==> src/rtl/hms12_pkg.sv <==
package hms12_pkg;
  localparam int DIGIT_W = 4;
  typedef logic [DIGIT_W-1:0] bcd_t;

  typedef struct packed {
    bcd_t tens;
    bcd_t ones;
  } bcd_pair_t;

  function automatic bcd_pair_t to_pair(input int unsigned v);
    bcd_pair_t r;
    r.tens = DIGIT_W'((v / 10) % 10);
    r.ones = DIGIT_W'(v % 10);
    return r;
  endfunction
endpackage

==> src/rtl/tick_divider.sv <==
module tick_divider #(
  parameter int DIV = 60
) (
  input  logic clk,
  input  logic rst_n,
  input  logic pulse_i,
  output logic tick_o
);
  localparam int CW = (DIV > 1) ? $clog2(DIV) : 1;
  localparam logic [CW-1:0] LAST = CW'(DIV - 1);

  logic [CW-1:0] seen_q;

  assign tick_o = pulse_i && (seen_q == LAST);

  always_ff @(posedge clk) begin
    if (!rst_n) begin
      seen_q <= '0;
    end else if (pulse_i) begin
      if (tick_o) seen_q <= '0;
      else        seen_q <= seen_q + 1'b1;
    end
  end
endmodule

==> src/rtl/mod_digit.sv <==
module mod_digit
  import hms12_pkg::*;
#(
  parameter int MODULUS = 10
) (
  input  logic clk,
  input  logic rst_n,
  input  logic en_i,
  output bcd_t value_o,
  output logic wrap_o
);
  localparam bcd_t TOP = DIGIT_W'(MODULUS - 1);

  bcd_t val_q;

  assign value_o = val_q;
  assign wrap_o  = en_i && (val_q == TOP);

  always_ff @(posedge clk) begin
    if (!rst_n) begin
      val_q <= '0;
    end else if (en_i) begin
      if (val_q == TOP) val_q <= '0;
      else              val_q <= val_q + 1'b1;
    end
  end
endmodule

==> src/rtl/sexa_stage.sv <==
module sexa_stage
  import hms12_pkg::*;
#(
  parameter int UNITS_MOD = 10,
  parameter int TENS_MOD  = 6
) (
  input  logic clk,
  input  logic rst_n,
  input  logic en_i,
  output bcd_t ones_o,
  output bcd_t tens_o,
  output logic ones_wrap_o,
  output logic wrap_o
);
  localparam int NDIG = 2;
  localparam int MODS [NDIG] = '{UNITS_MOD, TENS_MOD};

  logic [NDIG:0] chain;
  bcd_t          dig [NDIG];

  assign chain[0] = en_i;

  for (genvar i = 0; i < NDIG; i++) begin : g_dig
    mod_digit #(.MODULUS(MODS[i])) u_digit (
      .clk    (clk),
      .rst_n  (rst_n),
      .en_i   (chain[i]),
      .value_o(dig[i]),
      .wrap_o (chain[i+1])
    );
  end

  assign ones_o      = dig[0];
  assign tens_o      = dig[1];
  assign ones_wrap_o = chain[1];
  assign wrap_o      = chain[NDIG];
endmodule

==> src/rtl/hour_stage.sv <==
module hour_stage
  import hms12_pkg::*;
#(
  parameter int HOURS = 12
) (
  input  logic clk,
  input  logic rst_n,
  input  logic en_i,
  input  logic ripple_i,
  output bcd_t ones_o,
  output bcd_t tens_o,
  output logic half_o
);
  localparam int HW = $clog2(HOURS + 1);
  localparam logic [HW-1:0] TOP = HW'(HOURS);
  localparam logic [HW-1:0] PRE = HW'(HOURS - 1);

  logic [HW-1:0] hr_q;
  bcd_pair_t     shown;

  always_ff @(posedge clk) begin
    if (!rst_n) begin
      hr_q <= TOP;
    end else if (en_i) begin
      if (hr_q == TOP) hr_q <= HW'(1);
      else             hr_q <= hr_q + 1'b1;
    end
  end

  assign half_o = ripple_i && (hr_q == PRE);

  always_comb shown = to_pair(32'(hr_q));

  assign ones_o = shown.ones;
  assign tens_o = shown.tens;
endmodule

==> src/rtl/hms12_clock.sv <==
module hms12_clock
  import hms12_pkg::*;
#(
  parameter int PRESCALE = 60,
  parameter int HOURS    = 12
) (
  input  logic       clk,
  input  logic       rst_n,
  input  logic       pulse60_i,
  input  logic       set_min_i,
  input  logic       set_hour_i,
  output logic [3:0] sec_ones_o,
  output logic [3:0] sec_tens_o,
  output logic [3:0] min_ones_o,
  output logic [3:0] min_tens_o,
  output logic [3:0] hr_ones_o,
  output logic [3:0] hr_tens_o,
  output logic       tick_o,
  output logic       sec_ones_carry_o,
  output logic       sec_carry_o,
  output logic       min_ones_carry_o,
  output logic       min_carry_o,
  output logic       half_day_o
);
  logic tick;
  logic s_ones_wrap, s_wrap;
  logic m_en, m_ones_raw, m_wrap_raw;
  logic h_en, h_ripple;

  tick_divider #(.DIV(PRESCALE)) u_div (
    .clk    (clk),
    .rst_n  (rst_n),
    .pulse_i(pulse60_i),
    .tick_o (tick)
  );

  sexa_stage #(.UNITS_MOD(10), .TENS_MOD(6)) u_sec (
    .clk        (clk),
    .rst_n      (rst_n),
    .en_i       (tick),
    .ones_o     (sec_ones_o),
    .tens_o     (sec_tens_o),
    .ones_wrap_o(s_ones_wrap),
    .wrap_o     (s_wrap)
  );

  // a set strobe merges into the enable; carries follow the ripple only
  assign m_en = s_wrap | set_min_i;

  sexa_stage #(.UNITS_MOD(10), .TENS_MOD(6)) u_min (
    .clk        (clk),
    .rst_n      (rst_n),
    .en_i       (m_en),
    .ones_o     (min_ones_o),
    .tens_o     (min_tens_o),
    .ones_wrap_o(m_ones_raw),
    .wrap_o     (m_wrap_raw)
  );

  assign h_ripple = m_wrap_raw & s_wrap;
  assign h_en     = h_ripple | set_hour_i;

  hour_stage #(.HOURS(HOURS)) u_hour (
    .clk     (clk),
    .rst_n   (rst_n),
    .en_i    (h_en),
    .ripple_i(h_ripple),
    .ones_o  (hr_ones_o),
    .tens_o  (hr_tens_o),
    .half_o  (half_day_o)
  );

  assign tick_o           = tick;
  assign sec_ones_carry_o = s_ones_wrap;
  assign sec_carry_o      = s_wrap;
  assign min_ones_carry_o = m_ones_raw & s_wrap;
  assign min_carry_o      = h_ripple;
endmodule

==> config.mk <==
export PLATFORM = sky130hd
export DESIGN_NAME = hms12_clock
export DESIGN_NICKNAME = d
export VERILOG_FILES = /design/src/rtl/hms12_pkg.sv /design/src/rtl/tick_divider.sv /design/src/rtl/mod_digit.sv /design/src/rtl/sexa_stage.sv /design/src/rtl/hour_stage.sv /design/src/rtl/hms12_clock.sv
export SDC_FILE = /design/constraint.sdc
export NUM_CORES = 1
export LEC_CHECK = 0
export BUFFER_PORTS_ARGS = -buffer_cell sky130_fd_sc_hd__buf_2
export CELL_PAD_IN_SITES_DETAIL_PLACEMENT = 1
export CELL_PAD_IN_SITES_GLOBAL_PLACEMENT = 2
export CORE_AREA = 2 2 75 77
export DETAILED_ROUTE_END_ITERATION = 6
export DIE_AREA = 0 0 77 79
export PLACE_DENSITY_LB_ADDON = 0.1
export SYNTH_ARGS = -nofsm -noshare
export SYNTH_HDL_FRONTEND = slang
export SYNTH_SLANG_ARGS = --single-unit
==> constraint.sdc <==
create_clock -name clk -period 2.4 [get_ports clk]
set_clock_uncertainty 0.2 [all_clocks]
set_input_delay 0.48 -clock clk [delete_from_list [all_inputs] [get_ports clk]]
set_output_delay 0.48 -clock clk [all_outputs]
set_load 0.01 [all_outputs]
Word level (Yosys, flattened, before mapping)
Cells that the tools add are included.

word-level totals
  output and inout bits = 30
  bits in registers = 26
  word-level logic and storage cells = 38
  bits of input ports = 5

cells by class
  eq/ne operators = 7
  add/subtract/negate cells = 6
  multiplexer cells = 6
  bitwise operators = 4
  reduce and logical (&&, ||, !) cells = 6
  divide/modulo/power cells = 3

operator list
  operator                                                                   number
  4-bit by 4-bit divider with 32-bit output (second input constant)          1
  32-bit by 4-bit remainder unit with 32-bit output (second input constant)  1
  4-bit by 4-bit remainder unit with 32-bit output (second input constant)   1
  4-bit by 1-bit adder with 4-bit output (second input constant)             5
  4-bit two-way mux                                                          5
  4-bit equality test (second input constant)                                4
  4-bit by 3-bit equality test with 1-bit output (second input constant)     2
  6-bit by 1-bit adder with 6-bit output (second input constant)             1
  6-bit equality test (second input constant)                                1
  1-bit logical AND                                                          6
  6-bit two-way mux                                                          1
  1-bit bitwise AND                                                          2
  1-bit bitwise OR                                                           2

Longest topological paths before layout
  depth in word-level cells = 9
  mapped depth = 6
  gate-level depth less buffers = 6

Cells and area by module
Synthesis repeated with hierarchy kept, for this count alone.

unflattened totals
  cells, all modules = 156
  area, all modules = 1426.4 um^2

by module, submodules not included
  module                                   seq. area each (um^2)  instances  cells each  area each (um^2)
  mod_digit at u_min.g_dig[0].u_digit ...  80.1                   2          22          196.4
  mod_digit at u_min.g_dig[1].u_digit ...  80.1                   2          19          186.4
  hour_stage                               80.1                   1          40          351.6
  tick_divider                             120.1                  1          30          279.0
  hms12_clock                              0.0                    1          4           30.0

Worst setup path after synthesis
No wires, ideal clock.

  kind = register to output
  start = register u_sec.g_dig[0].u_digit.val_q[0]
  end = output port half_day_o
  buffers on the path = 0
  slack = 335 ps
  data required time = 1720 ps
  cell stages (with the launch flop) = 5
  data arrival time = 1385 ps
  path through = dfxtp_1 and4bb_2 nand4_1 nor2_1 and4_1

on the way
  longest elaborated chain between the ends = 8

ends and longest elaborated chain
  element                              RTL line           source
  start, declared                      mod_digit.sv:14    bcd_t val_q;
  start signal, assigned               mod_digit.sv:24    else val_q <= val_q + 1'b1;
  4-bit equality test (*)              mod_digit.sv:17    assign wrap_o = en_i && (val_q == TOP);
  1-bit logical AND (*) (2 in series)  mod_digit.sv:17
  1-bit bitwise OR                     hms12_clock.sv:48  assign m_en = s_wrap | set_min_i;
  1-bit logical AND (2 in series)      mod_digit.sv:17
  1-bit bitwise AND (*)                hms12_clock.sv:60  assign h_ripple = m_wrap_raw & s_wrap;
  named net min_carry_o                hms12_clock.sv:22  output logic min_carry_o,
  1-bit logical AND (*)                hour_stage.sv:30   assign half_o = ripple_i && (hr_q == PRE);
  end, declared                        hms12_clock.sv:23  output logic half_day_o

The timed path passes the listed nets; every way through them passes the cells marked *.

Worst setup path after layout
  start = register u_div.seen_q[1]
  end = output port half_day_o

on the way
  longest elaborated chain between the ends = 9

ends and longest elaborated chain
  element                              RTL line            source
  start, declared                      tick_divider.sv:12  logic [CW-1:0] seen_q;
  start signal, assigned               tick_divider.sv:21  else seen_q <= seen_q + 1'b1;
  6-bit equality test (*)              tick_divider.sv:14  assign tick_o = pulse_i && (seen_q == LAST);
  1-bit logical AND (*)                tick_divider.sv:14
  1-bit logical AND (*) (2 in series)  mod_digit.sv:17
  1-bit bitwise OR                     hms12_clock.sv:48
  1-bit logical AND (2 in series)      mod_digit.sv:17
  1-bit bitwise AND (*)                hms12_clock.sv:60
  1-bit logical AND (*)                hour_stage.sv:30

Mark *: on every way between the ends. The rest lies on a longest branch, timed or not.

==> impl_metrics.json <==
{
  "synthDistinctLibCells": 45,
  "crit_path_top_delay_cell": "dfxtp_4",
  "ctsRootBufferMaster": "clkbuf_8",
  "core_um2": 5338,
  "vdd_drop_max_mv": 0.2300,
  "yosys_warnings": 0,
  "rows": 27,
  "drive_gt1_frac": 0.2920,
  "cp.buffers_inverters": 1,
  "gr-total-overflow": 0,
  "final_area_um2": 1969,
  "slowest_delay_ns": 0.38,
  "cts_hold_buf": 0,
  "power_density_nw_per_um2": 469.2,
  "ys.flop_type": "dfxtp_1",
  "wl_met2_um": 1996,
  "ios": 35,
  "start_util": 0.3003,
  "crit_fanout": 3,
  "grt_pass1_vias": 1497,
  "path_cells": "ha_4 > and4_4 > nand4_1 > nor2_2 > and4_1 > buf_2",
  "clock_latency_ns": 0.28,
  "die_y_um": 79,
  "ys_seq_area_frac": 0.3247,
  "gp_congestion": 0.7821,
  "antenna_found_initial": 0,
  "startpoint_type": "register",
  "ant_nets": 0,
  "cts_max_path_buffers": 2,
  "crit_required_ns": 1.72,
  "grt_first_pass_wirelength_um": 7169,
  "remaining_drc_errors": 0,
  "maxUsedRoutingLayer": "met4",
  "die-area_um2": 6083,
  "wl_met1_um": 2013,
  "layoutNonFillerInstCount": 298,
  "port_buffers": 31,
  "status": "finished, final reports clean",
  "fin_util": 0.3690,
  "place_area_um2": 1782,
  "finalPower_uw": 924.0,
  "antennaDiodeCount": 0,
  "layout.nets": 238,
  "place_inst": 283,
  "crit_type": "register to primary output",
  "power_leakage_nw": 0.8851,
  "globalRouteTotalUtil": 0.1455,
  "final_hold_viol_count": 0,
  "synth_edf_count": 0,
  "hold_path.class": "register to register",
  "via_per_inst": 4.973,
  "dr.pass1.iters": 4,
  "tightest_slew_ns": 0.6447,
  "synthArstFlopShare": 0,
  "path_clk_slew_ns": 0.10,
  "wirelength_um": 4202,
  "rsz0062_at_grt": "true",
  "timing.final.crit_share": 0.9848,
  "fin_crit_ns": 2.364,
  "path_delay_family": "simple AND/OR/NAND/NOR gates",
  "cts_sinks": 26,
  "numCtsBuffers": 3,
  "max_freq_ghz": 0.4231,
  "cts_htree_levels": 1,
  "end_kind": "primary output",
  "netlist_area_um2": 1603,
  "syn_area_per_cell_um2": 8.392,
  "maxSlewHeadroom": 0.5702,
  "cp.arrival_ns": 1.68,
  "vias": 1482,
  "drv_slew": 0,
  "max_cap_violations": 0,
  "wl_per_cell_um": 14.10,
  "cts_tree": "yes",
  "ys_ff_latch": 26,
  "dp_hpwl_um": 2958,
  "grt_start_max_net_pins": 38,
  "area_growth_pct": 22.87,
  "syn_inst": 191,
  "fp.dieW_um": 77,
  "routed-wl-met3_um": 156,
  "drt_iter0_markers": 39,
  "setup_viol": 0
}
## metrics by stage
| step | setup TNS [ns] | setup WS [ns] | hold slack (ns) |
|---|---|---|---|
| 2_1_floorplan | 0 | 0.3347 | 0.2814 |
| 3_3_place_gp | 0 | 0.2205 | 0.2755 |
| 3_5_place_dp | 0 | 0.1985 | 0.2878 |
| 4_1_cts | 0 | 0.006397 | 0.3124 |
| 5_1_grt | -0.1078 | -0.09494 | 0.3491 |
| 6_report | 0 | 0.03639 | 0.3102 |
## power by group
group	total, mW	switching, mW	internal, mW
combinational	0.150	0.0815	0.0685
sequential	0.472	0.0258	0.446
clock	0.302	0.155	0.147
total	0.924	0.262	0.662
## layout make-up
cell class	count	area, µm²
fillers	676	3368
multi-input cells	140	1001
flip-flops and latches	26	533.0
repair buffers	42	237.7
well taps	72	90.09
clock buffers	4	55.05
inverters	14	52.55
## state kept, by name, indices dropped and copies added, names as in the netlist
signal,flops
u_min.g_dig.u_digit.value_o,8
u_hour.hr_q,4
u_div.seen_q,6
u_sec.g_dig.u_digit.value_o,8
## cells in the mapped netlist, types with 5 or more instances
cell / n / area, µm²
dfxtp_1: 26 / 520.5
nand2_1: 24 / 90.09
inv_1: 14 / 52.55
mux2i_1: 9 / 90.09
nand4_1: 8 / 50.05
nor2_1: 7 / 26.28
o211ai_1: 7 / 52.55
a21oi_1: 6 / 30.03
buf_4: 6 / 45.04
ha_1: 6 / 75.07
nand3_1: 6 / 30.03
nor2b_1: 6 / 37.54
clkbuf_1: 5 / 18.77
## cell families after synthesis
family	after synthesis	synth area share
flip-flops	26	0.3247
AO/OA/AOI/OAI	38	0.1757
XOR/XNOR	5	0.02733
adder cells (fa/ha/maj)	6	0.04684
other	1	0.002340
buffers and inverters	27	0.07884
AND/OR/NAND/NOR	79	0.2881
multiplexers	9	0.05621
## layer usage
| metal | global-route usage | up-vias |
|---|---|---|
| met4 | 0.04107 | 0 |
| met5 | 0 | - |
| li1 | - | 745 |
| met1 | 0.1822 | 710 |
| met2 | 0.2500 | 23 |
| met3 | 0.03523 | 4 |
## path summary, 6_finish.rpt
check | startpoint | to | slack, ns | cells after the start
worst max-delay path | u_div.seen_q[1] | half_day_o | 0.04 | 6
worst min register to register | u_hour.hr_q[0] | u_hour.hr_q[0] | 0.31 | 2
worst max register to register | u_div.seen_q[1] | u_hour.hr_q[3] | 0.41 | 6
worst min-delay path | u_hour.hr_q[0] | u_hour.hr_q[0] | 0.31 | 2
## worst reg2reg max path, cell delays in order, from the launching register on
cell	delay [ns]
dfxtp_4	0.38
ha_4	0.13
buf_4	0.10
and3_1	0.36
nand4_4	0.22
o21ba_4	0.27
o311ai_2	0.24
## placed cells by master, fill, tap and decap left out, types with 2 or more instances in the layout
master      n
nand2_1    24
o2111ai_1   2
buf_4      11
ha_1        5
xnor2_1     3
o211ai_1    7
inv_1      14
nand3b_1    3
and4bb_4    2
nand2b_1    4
dfxtp_4     2
conb_1      3
o22ai_1     3
o21ai_0     4
nor2b_1     5
and3_1      4
o31ai_1     3
nor2_1      6
nand3_1     6
nand4_1     8
clkbuf_8    4
buf_2      31
a21oi_1     6
mux2i_1     9
and2_1      4
xor2_1      2
dfxtp_1    20
dfxtp_2     4
a21boi_0    3
o21a_1      2
and4_4      2
## timing repair
action                                  in CTS  in global routing
pin swaps                                    2                  7
resized for setup                            6                 11
setup buffers                                2                  9
endpoints found under the setup margin       2                  5
Note: power is estimated with default switching activity, not from simulation.
